==> config.mk <==
export PLATFORM = sky130hd
export DESIGN_NAME = spb_stream_buffer
export DESIGN_NICKNAME = d
export VERILOG_FILES = /design/src/rtl/spb_pkg.sv /design/src/rtl/spb_addr_queue.sv /design/src/rtl/spb_slot_array.sv /design/src/rtl/spb_stream_buffer.sv
export SDC_FILE = /design/constraint.sdc
export NUM_CORES = 2
export LEC_CHECK = 0
export BUFFER_PORTS_ARGS = -buffer_cell sky130_fd_sc_hd__buf_2
export CAP_MARGIN = 15
export CORE_ASPECT_RATIO = 1.5
export CORE_MARGIN = 4
export CORE_UTILIZATION = 55
export DETAILED_ROUTE_END_ITERATION = 8
export GPL_TIMING_DRIVEN = 0
export HOLD_SLACK_MARGIN = 0.05
export PLACE_DENSITY = 0.72
export SLEW_MARGIN = 20
export SYNTH_ARGS = -nofsm -noshare
export SYNTH_HDL_FRONTEND = slang
export SYNTH_SLANG_ARGS = --single-unit
==> constraint.sdc <==
create_clock -name clk -period 11.35 [get_ports clk]
set_clock_uncertainty 0.1 [all_clocks]
set_input_delay 1.7025 -clock clk [delete_from_list [all_inputs] [get_ports clk]]
set_output_delay 1.7025 -clock clk [all_outputs]
set_load 0.005 [all_outputs]
==> src/rtl/spb_pkg.sv <==
package spb_pkg;
  typedef enum logic [1:0] {
    SL_FREE = 2'd0,
    SL_WAIT = 2'd1,
    SL_FULL = 2'd2,
    SL_DROP = 2'd3
  } slot_st_e;
endpackage

==> src/rtl/spb_addr_queue.sv <==
module spb_addr_queue #(
  parameter int AW    = 32,
  parameter int DEPTH = 16,
  localparam int PW   = $clog2(DEPTH),
  localparam int CW   = PW + 1
) (
  input  logic          clk,
  input  logic          rst_n,
  input  logic          push,
  input  logic [AW-1:0] push_addr,
  input  logic          pop,
  input  logic          clear,
  input  logic [AW-1:0] probe_addr,
  output logic [AW-1:0] head_addr,
  output logic [CW-1:0] count,
  output logic          full,
  output logic          empty,
  output logic          probe_hit
);
  logic [AW-1:0] mem [DEPTH];
  logic [PW-1:0] rd_q, rd_d, wr_q, wr_d, wr_idx;
  logic [CW-1:0] cnt_q, cnt_d;

  assign count     = cnt_q;
  assign full      = (cnt_q == CW'(DEPTH));
  assign empty     = (cnt_q == '0);
  assign head_addr = mem[rd_q];
  // A clear rewinds the write pointer to the read pointer, so a push in the same cycle lands at the head.
  assign wr_idx    = clear ? rd_q : wr_q;

  always_comb begin
    rd_d  = rd_q;
    wr_d  = wr_idx;
    cnt_d = clear ? '0 : cnt_q;
    if (pop && !clear) begin
      rd_d  = rd_q + PW'(1);
      cnt_d = cnt_d - CW'(1);
    end
    if (push) begin
      wr_d  = wr_idx + PW'(1);
      cnt_d = cnt_d + CW'(1);
    end
  end

  always_comb begin
    probe_hit = 1'b0;
    for (int i = 0; i < DEPTH; i++) begin
      if ({1'b0, PW'(PW'(i) - rd_q)} < cnt_q && mem[i] == probe_addr) probe_hit = 1'b1;
    end
  end

  always_ff @(posedge clk or negedge rst_n) begin
    if (!rst_n) begin
      rd_q  <= '0;
      wr_q  <= '0;
      cnt_q <= '0;
    end else begin
      rd_q  <= rd_d;
      wr_q  <= wr_d;
      cnt_q <= cnt_d;
    end
  end

  always_ff @(posedge clk) begin
    if (push) mem[wr_idx] <= push_addr;
  end
endmodule

==> src/rtl/spb_slot_array.sv <==
module spb_slot_array
  import spb_pkg::*;
#(
  parameter int AW      = 32,
  parameter int DW      = 64,
  parameter int ENTRIES = 12,
  localparam int TW     = $clog2(ENTRIES),
  localparam int CW     = $clog2(ENTRIES + 1)
) (
  input  logic          clk,
  input  logic          rst_n,
  input  logic          iss_fire,
  input  logic [AW-1:0] iss_addr,
  input  logic          flush,
  input  logic          inv_valid,
  input  logic [AW-1:0] inv_addr,
  input  logic          rsp_valid,
  input  logic [TW-1:0] rsp_tag,
  input  logic [DW-1:0] rsp_data,
  input  logic          lk_valid,
  input  logic [AW-1:0] lk_addr,
  output logic          free_any,
  output logic [TW-1:0] free_idx,
  output logic [CW-1:0] live_cnt,
  output logic          lk_hit,
  output logic [DW-1:0] lk_data,
  output logic          lk_track
);
  slot_st_e      st_q [ENTRIES];
  slot_st_e      st_d [ENTRIES];
  logic [AW-1:0] addr_q [ENTRIES];
  logic [DW-1:0] data_q [ENTRIES];
  logic [ENTRIES-1:0] m_full, m_wait, m_inv, m_rsp, a_we, d_we;
  logic [TW-1:0] hit_idx;
  logic          iss_kill;

  genvar g;
  generate
    for (g = 0; g < ENTRIES; g++) begin : g_match
      assign m_full[g] = (st_q[g] == SL_FULL) && (addr_q[g] == lk_addr);
      assign m_wait[g] = (st_q[g] == SL_WAIT) && (addr_q[g] == lk_addr);
      assign m_inv[g]  = inv_valid && (addr_q[g] == inv_addr);
      assign m_rsp[g]  = rsp_valid && (rsp_tag == TW'(g));
    end
  endgenerate

  assign lk_hit   = lk_valid && (m_full != '0);
  assign lk_track = (m_full != '0) || (m_wait != '0);
  assign lk_data  = lk_hit ? data_q[hit_idx] : '0;
  assign iss_kill = flush || (inv_valid && inv_addr == iss_addr);

  always_comb begin
    free_any = 1'b0;
    free_idx = '0;
    hit_idx  = '0;
    live_cnt = '0;
    for (int i = ENTRIES - 1; i >= 0; i--) begin
      if (st_q[i] == SL_FREE) begin
        free_any = 1'b1;
        free_idx = TW'(i);
      end
      if (m_full[i]) hit_idx = TW'(i);
      if (st_q[i] == SL_WAIT || st_q[i] == SL_FULL) live_cnt = live_cnt + CW'(1);
    end
  end

  always_comb begin
    for (int i = 0; i < ENTRIES; i++) begin
      st_d[i] = st_q[i];
      a_we[i] = 1'b0;
      d_we[i] = 1'b0;
      unique case (st_q[i])
        SL_FREE: if (iss_fire && free_idx == TW'(i)) begin
          a_we[i] = 1'b1;
          st_d[i] = iss_kill ? SL_DROP : SL_WAIT;
        end
        SL_WAIT: begin
          if ((flush || m_inv[i]) && m_rsp[i]) st_d[i] = SL_FREE;
          else if (flush || m_inv[i])          st_d[i] = SL_DROP;
          else if (m_rsp[i]) begin
            st_d[i] = SL_FULL;
            d_we[i] = 1'b1;
          end
        end
        SL_FULL: if ((lk_hit && hit_idx == TW'(i)) || flush || m_inv[i]) st_d[i] = SL_FREE;
        SL_DROP: if (m_rsp[i]) st_d[i] = SL_FREE;
        default: st_d[i] = SL_FREE;
      endcase
    end
  end

  always_ff @(posedge clk or negedge rst_n) begin
    if (!rst_n) begin
      for (int i = 0; i < ENTRIES; i++) st_q[i] <= SL_FREE;
    end else begin
      for (int i = 0; i < ENTRIES; i++) st_q[i] <= st_d[i];
    end
  end

  always_ff @(posedge clk) begin
    for (int i = 0; i < ENTRIES; i++) begin
      if (a_we[i]) addr_q[i] <= iss_addr;
      if (d_we[i]) data_q[i] <= rsp_data;
    end
  end
endmodule

==> src/rtl/spb_stream_buffer.sv <==
module spb_stream_buffer #(
  parameter int AW        = 32,
  parameter int DW        = 64,
  parameter int QDEPTH    = 16,
  parameter int ENTRIES   = 12,
  parameter int LOOKAHEAD = 8,
  localparam int TW       = $clog2(ENTRIES),
  localparam int LCW      = $clog2(ENTRIES + 1),
  localparam int QCW      = $clog2(QDEPTH) + 1
) (
  input  logic          clk,
  input  logic          rst_n,
  input  logic          str_valid,
  input  logic [AW-1:0] str_addr,
  output logic          str_ready,
  output logic          req_valid,
  output logic [AW-1:0] req_addr,
  output logic [TW-1:0] req_tag,
  input  logic          req_ready,
  input  logic          rsp_valid,
  input  logic [TW-1:0] rsp_tag,
  input  logic [DW-1:0] rsp_data,
  input  logic          lk_valid,
  input  logic [AW-1:0] lk_addr,
  output logic          lk_hit,
  output logic [DW-1:0] lk_data,
  input  logic          inv_valid,
  input  logic [AW-1:0] inv_addr
);
  logic           q_full, q_empty, q_probe, free_any, lk_track, flush, iss_fire, push;
  logic [QCW-1:0] q_cnt;
  logic [LCW-1:0] live_cnt;

  assign str_ready = !q_full;
  assign push      = str_valid && str_ready;
  assign req_valid = !q_empty && free_any && (live_cnt < LCW'(LOOKAHEAD));
  assign iss_fire  = req_valid && req_ready;
  // The stream has diverged when a probe finds nothing it predicted.
  assign flush     = lk_valid && !lk_track && !q_probe;

  spb_addr_queue #(.AW(AW), .DEPTH(QDEPTH)) u_queue (
    .clk(clk), .rst_n(rst_n),
    .push(push), .push_addr(str_addr),
    .pop(iss_fire), .clear(flush),
    .probe_addr(lk_addr),
    .head_addr(req_addr), .count(q_cnt),
    .full(q_full), .empty(q_empty), .probe_hit(q_probe)
  );

  spb_slot_array #(.AW(AW), .DW(DW), .ENTRIES(ENTRIES)) u_slots (
    .clk(clk), .rst_n(rst_n),
    .iss_fire(iss_fire), .iss_addr(req_addr),
    .flush(flush),
    .inv_valid(inv_valid), .inv_addr(inv_addr),
    .rsp_valid(rsp_valid), .rsp_tag(rsp_tag), .rsp_data(rsp_data),
    .lk_valid(lk_valid), .lk_addr(lk_addr),
    .free_any(free_any), .free_idx(req_tag), .live_cnt(live_cnt),
    .lk_hit(lk_hit), .lk_data(lk_data), .lk_track(lk_track)
  );
endmodule

# Yosys cells after proc, flatten, opt, wreduce, memory -nomap -nowiden
# Memory sizes are Yosys's and may differ from the RTL's.
# Index checks and enable logic that the tools add are counted.
# word_totals
register_bits,37
ramBits,1664
input_bits,171
out_inout_bits,103
wordCells,784
n_memories,3
# memory_table
memory,words,width,rd,rd_ports_with_merged_regs,wr,line_no,text
u_slots.data_q,12,64,1,0,1,spb_slot_array.sv:32,logic [DW-1:0] data_q [ENTRIES];
u_queue.mem,16,32,17,0,1,spb_addr_queue.sv:20,logic [AW-1:0] mem [DEPTH];
u_slots.addr_q,12,32,12,0,1,spb_slot_array.sv:31,logic [AW-1:0] addr_q [ENTRIES];
# op_classes
add_sub_neg,31
order_cmp,17
eq_ne,159
muxes,343
n_reduce_logical,216
# op_table
operator,n
32-bit equality test,41
64-bit two-way mux,12
64-bit OR reduction,11
32-bit two-way mux,11
32-bit OR reduction,11
4-bit two-way mux,59
1-bit two-way mux,173
2-bit two-way mux,73
1-bit logical AND,109
2-bit case mux with 4 select lines,12
4-bit by 5-bit < comparator with 1-bit output,16
1-bit logical OR,50
"4-bit by 1-bit adder with 4-bit output, second input constant",12
"2-bit equality test, second input constant",24
"4-bit by 3-bit equality test with 1-bit output, second input constant",12
"4-bit equality test, second input constant",12
"2-bit inequality test, second input constant",24
"4-bit by 3-bit inequality test with 1-bit output, second input constant",12
4-bit AND reduction,12
"4-bit subtractor, first input constant",8
"2-bit by 1-bit equality test with 1-bit output, second input constant",12
"4-bit by 2-bit equality test with 1-bit output, second input constant",6
2-bit zero test,12
"2-bit by 1-bit inequality test with 1-bit output, second input constant",12
other kinds (14),30

# Longest topological paths before layout
# depth
depth_word,45
ltp_mapped,36

# By module
# From an unflattened synthesis, not the netlist that was laid out.
# unflattened
cells_unflattened,5496
area_unflattened_um2,81246.7
# by_module_without_submodules
mod,instances,cells_each,area_each_um2,seq_area_each_um2
spb_slot_array,1,3807,54295.8,35193.8
spb_addr_queue,1,1684,26913.3,15700.1
spb_stream_buffer,1,5,37.5,0.0

# Worst setup path before layout
# No wires, ideal clock.
# synth_timing
path_kind,register -> register
startpoint,reg u_slots.st_q[2] (netlist bit)
endpoint,mem u_slots.addr_q[8][0] (netlist: u_slots.addr_q[2][0]) (enable)
setup_ns,0.502
t_arrival_ns,9.114
required_ns,10.748
setup_slack_ns,1.634
stages_incl_launch_ff,30
n_path_buf,1
synth_period_minus_slack_ns,9.716
path_cell_list,dfrtp_1 inv_1 ha_1 ha_1 xnor2_1 inv_2 ha_1 and2_1 or4_1 and3_1 a21oi_1 ha_1 nand2_1 o21a_1 o41ai_2 nor3_1 ha_1 xnor2_1 nand3_1 o31ai_1 a21oi_1 ha_1 nand3_1 nor2_1 inv_1 a221oi_1 or4_1 nand4_4 buf_4 nor4_1
# synth_between
elab_cells_between_ends,156
classes_between,10 x add/sub; 1 x order compare; 13 x eq/ne; 103 x mux; 29 x reduce/logical
# synth_rtl
item,line_no,text
from (decl),spb_slot_array.sv:29,slot_st_e st_q [ENTRIES];
2-bit by 1-bit equality test with 1-bit output / 2-bit equality test (equally long branches),spb_slot_array.sv:63,if (st_q[i] == SL_WAIT || st_q[i] == SL_FULL) live_cnt = live_cnt + CW'(1);
1-bit logical OR,spb_slot_array.sv:63,
4-bit two-way mux,spb_slot_array.sv:63,
4-bit by 1-bit adder with 4-bit output,spb_slot_array.sv:63,
4-bit two-way mux,spb_slot_array.sv:63,
4-bit by 1-bit adder with 4-bit output,spb_slot_array.sv:63,
4-bit two-way mux,spb_slot_array.sv:63,
4-bit by 1-bit adder with 4-bit output,spb_slot_array.sv:63,
(+18 left out),-,
1-bit logical AND *,spb_slot_array.sv:73,SL_FREE: if (iss_fire && free_idx == TW'(i)) begin
1-bit two-way mux *,spb_slot_array.sv:73,
1-bit two-way mux *,spb_slot_array.sv:72,unique case (st_q[i])
via u_slots.a_we[8],spb_slot_array.sv:33,"logic [ENTRIES-1:0] m_full, m_wait, m_inv, m_rsp, a_we, d_we;"
1-bit two-way mux *,spb_slot_array.sv:102,if (a_we[i]) addr_q[i] <= iss_addr;
1-bit two-way mux (implied by the code) *,spb_slot_array.sv:102,
32-bit OR reduction (no source line),-,
4-bit two-way mux (no source line) / 1-bit two-way mux (equally long branches) (4 in series),-,
to (decl),spb_slot_array.sv:31,
# The timed path passes the listed nets; every way through them passes the cells marked *.

# Worst setup path in the final report
# layout_timing
startpoint,in lk_addr[25]
endpoint,out lk_data[14]
# layout_between
elab_chain_len,16
elab_cells_between_ends,40
classes_between,12 x eq/ne; 13 x mux; 14 x reduce/logical; 1 x memory
# layout_rtl
item,line_no,text
from (decl),spb_stream_buffer.sv:24,"input logic [AW-1:0] lk_addr,"
32-bit equality test,spb_slot_array.sv:40,assign m_full[g] = (st_q[g] == SL_FULL) && (addr_q[g] == lk_addr);
1-bit logical AND,spb_slot_array.sv:40,
4-bit two-way mux (12 in series),spb_slot_array.sv:62,if (m_full[i]) hit_idx = TW'(i);
memory 12 x 64 bit,-,
64-bit two-way mux *,spb_slot_array.sv:49,assign lk_data = lk_hit ? data_q[hit_idx] : '0;
to (decl),spb_stream_buffer.sv:26,"output logic [DW-1:0] lk_data,"
# Mark *: on every way between the ends. The rest lies on a longest branch, timed or not.

==> metrics.yaml <==
outcome:
  outcome: "finished clean"
clock_network:
  cts_made_buffers: 164
  clkTransAtPathRegs_ns: 0.06
  post_cts_buffers: 0
  root_buffer: "clkbuf_16"
  cts_sinks: 1701
  cts_tree: "yes"
  cts_hold_buf: 0
  worstSkewPairLatency_ns: 0.84
  clock_path_buffers: 3
  htree_levels: 4
  cts_resized: 0
power:
  clkPwrFrac_pct: 20.9
  intPower_mw: 15.3
  power_frac_comb_pct: 45.1
  power_switching_mw: 10.8
  peakVddDrop_v: 0.000808
  powerDensity_nw_per_um2: 281
  power_switching_share_pct: 41.5
  seq_power_share_pct: 34.0
  p_leak_nw: 30.8
min_path:
  hold_end: "u_slots.st_q[0]"
  hold_depth: 1
  worstHoldStart: "u_slots.st_q[0]"
  hold_path.class: "reg2reg"
critical_path:
  path_cells: "buf_2, buf_2, buf_2, xnor2_1, nand4_1, nor4_1, nand3_1, nand2_1, o21ai_0, nand3_1, and2_1, clkbuf_1, clkbuf_1, clkbuf_1, nand2_1, nand3_1, a21oi_1, nor4_1, buf_2"
  crit_slowest_cell: "nor4_1"
  crit_path_max_incr_delay_ns: 0.93
  crit_path_end_kind: "output port"
  required_ns: 9.55
  rr_startpoint: "u_queue.rd_q[0]"
  cp.arrival_ns: 9.06
  crit_start: "lk_addr[25]"
  r2r_cells: 28
  reg2reg_to: "u_queue.mem[15][4]"
  worstPathMaxFanout: 10
  worstSetupStartpointType: "input port"
  crit_top_cell: "buf_2"
  r2r_slack_ns: 1.32
  critical_path_class: "in2out"
timing:
  finalCritPeriodShare_pct: 95.7
  relSlewSlack_pct: 9.22
  finalHoldViolCount: 0
  setup_viol: 0
  timing_max_transition_violations_final: 0
  fmax_mhz: 92.1
  rsz0062_at_grt: "false"
  period_minus_slack_ns: 10.86
  timing.final.ws_setup_ns: 0.486
  max_slew.worst_pin.slew_ns: 1.35
  final.setup.tns_ns: 0
floorplanning:
  pin_count: 274
  die_w_um: 323
  die_y_um: 481
  start_util_pct: 55.3
  rows: 173
  dieArea_um2: 155000
  core_um2: 148000
logic_synthesis:
  postSynthAreaPerCell_um2: 13.2
  synth_top_family_by_area: "XOR/XNOR gates"
  synth_cell_types: 90
  synth_area_leaders: "edfxtp_1 (61%), xnor2_1 (9.8%), xor2_1 (4.6%)"
  synth_top_area_share_pct: 61.0
  synthXorXnorAreaFrac_pct: 14.5
  synth_adder_area_share_pct: 1.51
  syn_nets: 6467
  yosys-mux-area-fraction_pct: 4.65
  synth_compound_area_share_pct: 3.28
  mappedNetlistArea_um2: 81900
  synth-edff-count: 1664
  ys_ff_latch: 1701
  ys.flop_type: "edfxtp_1"
  syn_inst: 6197
  yosysTopAreaCell: "edfxtp_1"
  synth_simple_gate_area_share_pct: 11.6
  async_flop_share_pct: 2.18
  seq_area_frac_synth_pct: 62.1
  synth_warnings: 0
cells_and_area:
  synthToLayoutAreaGrowth_pct: 13.3
  nets: 6969
  drive_gt1_share_pct: 14.4
  seq_area_um2: 50900
  n_fill_cell: 11275
  final_area_um2: 92900
  final_cells: 8794
  post-route-util_pct: 62.7
  multi_input_area_um2: 29600
grt:
  grt_max_degree: 43
  antenna_found_initial: 46
  grt_pass1_wl_um: 464000
  grt_pass1_vias: 57274
  grt_overflow: 0
  grt_use_total_pct: 44.3
routing:
  wirelength_um: 346000
  drc: 0
  viasPerCell: 6.75
  first_pass_iters: 8
  num_vias: 59379
  ant_nets: 0
  drtIter0Drc: 8969
  wire_per_inst_um: 39.4
placed_design:
  place_inst: 8458
  post-place-ws_ns: 0.876
  gp_congestion: 1.05
  dpl_cell_area_um2: 87600
  dp_hpwl_um: 250000
  io_buffer_count: 207
job:
  max-cap-violations: 0
[final cells by class]
cell class	count	area share (%)
Antenna cell	40	0.108
Multi-Input combinational cell	4031	31.9
Buffer	379	1.74
Clock inverter	104	0.953
Sequential cell	1701	54.8
Inverter	86	0.348
Tap cell	1925	2.59
Clock buffer	192	4.58
Timing Repair Buffer	336	3.00
[worst max-delay path, delay by kind of cell]
| kind | cells | cell delay [ns] |
|---|---|---|
| buf+inv | 7 | 4.13 |
| simple gates | 9 | 2.78 |
| xor+xnor | 1 | 0.17 |
| compound gates | 2 | 0.21 |
[placed cells by master, fill, tap and decap left out, types with 99 or more instances in the layout]
cell type / instances
nand4_1: 245
nand2_1: 856
nor4_1: 186
xor2_1: 428
edfxtp_1: 1664
clkbuf_1: 235
mux4_2: 160
clkbuf_16: 166
xnor2_1: 918
nand3_1: 442
ha_1: 99
a21oi_1: 239
buf_2: 360
[synthesized netlist by cell type (5+ instances only)]
| master | count |
|---|---|
| clkbuf_1 | 218 |
| mux2i_1 | 16 |
| a31oi_1 | 8 |
| buf_1 | 59 |
| inv_1 | 83 |
| o31ai_1 | 11 |
| buf_2 | 101 |
| o21bai_1 | 5 |
| nand3b_1 | 6 |
| and2_1 | 13 |
| xnor2_1 | 918 |
| nor3_1 | 35 |
| a21o_1 | 14 |
| nor4_1 | 214 |
| nor2_1 | 77 |
| nor3b_1 | 5 |
| a32oi_1 | 6 |
| nand2_1 | 856 |
| xor2_1 | 428 |
| nor2b_1 | 6 |
| a211oi_1 | 10 |
| a21oi_1 | 239 |
| a22o_1 | 5 |
| or4_1 | 14 |
| o21a_1 | 6 |
| a211o_1 | 6 |
| mux4_2 | 160 |
| or2_2 | 6 |
| dfrtp_1 | 37 |
| nand4_1 | 245 |
| a21boi_0 | 5 |
| o21ai_0 | 29 |
| ha_1 | 99 |
| nand2b_1 | 20 |
| a2111oi_0 | 5 |
| and3_1 | 11 |
| nand3_1 | 442 |
| o211ai_1 | 17 |
| o2bb2ai_1 | 5 |
| edfxtp_1 | 1664 |
[power by group through the flow]
stage,sequential (mW),combinational [mW],clock (mW)
after detailed placement,8.97,11.3,0
after global routing,8.89,12.1,5.68
final,8.86,11.8,5.44
after global placement,9.09,10.7,0
after floorplan,8.89,6.88,0
after CTS,8.84,11.4,5.42
[through the flow]
stage | hold slack (ns) | total power, mW
detailed placement | 0.446 | 20.3
global route | 0.483 | 26.6
global placement | 0.432 | 19.8
finish | 0.452 | 26.1
floorplan | 0.406 | 15.8
CTS | 0.461 | 25.6
[state kept, by name, indices dropped and copies added, names as in the netlist]
register	cells
u_slots.addr_q	384
u_queue.rd_q	4
u_slots.st_q	24
u_queue.mem	512
u_slots.data_q	768
u_queue.count	5
u_queue.wr_q	4
[routing by layer]
layer	GRT usage [%]	routed length, µm	up-vias	part of all wire, %
li1	-	-	23782	-
met1	49.4	110000	29448	32
met2	69.2	158000	4746	46
met3	15.0	43300	1373	12
met4	35.6	34200	30	9.9
met5	0	189	-	0.055
[cells by family (layout without fill, tap and decap cells)]
logic type | after synthesis | in the layout
AOI/OAI and AO/OA | 429 | 429
xor gates and xnor gates | 1351 | 1351
adders and majority gates | 99 | 99
buffers and inverters | 465 | 1097
DFF | 1701 | 1701
muxes | 180 | 180
other | 0 | 40
and+or+nand+nor | 1972 | 1972
[worst max path at each step]
| stage | to | slack [ns] | cells after the start |
|---|---|---|---|
| final | lk_data[14] | 0.49 | 19 |
| after CTS | lk_data[14] | 0.85 | 19 |
| after detailed placement | lk_data[14] | 0.88 | 19 |
| after global routing | lk_data[14] | 0.54 | 19 |
| after floorplan | u_slots.addr_q[2][0] | 1.63 | 29 |
| after global placement | u_slots.data_q[11][47] | -5.95 | 13 |
Power figures use the tool's default switching activity.
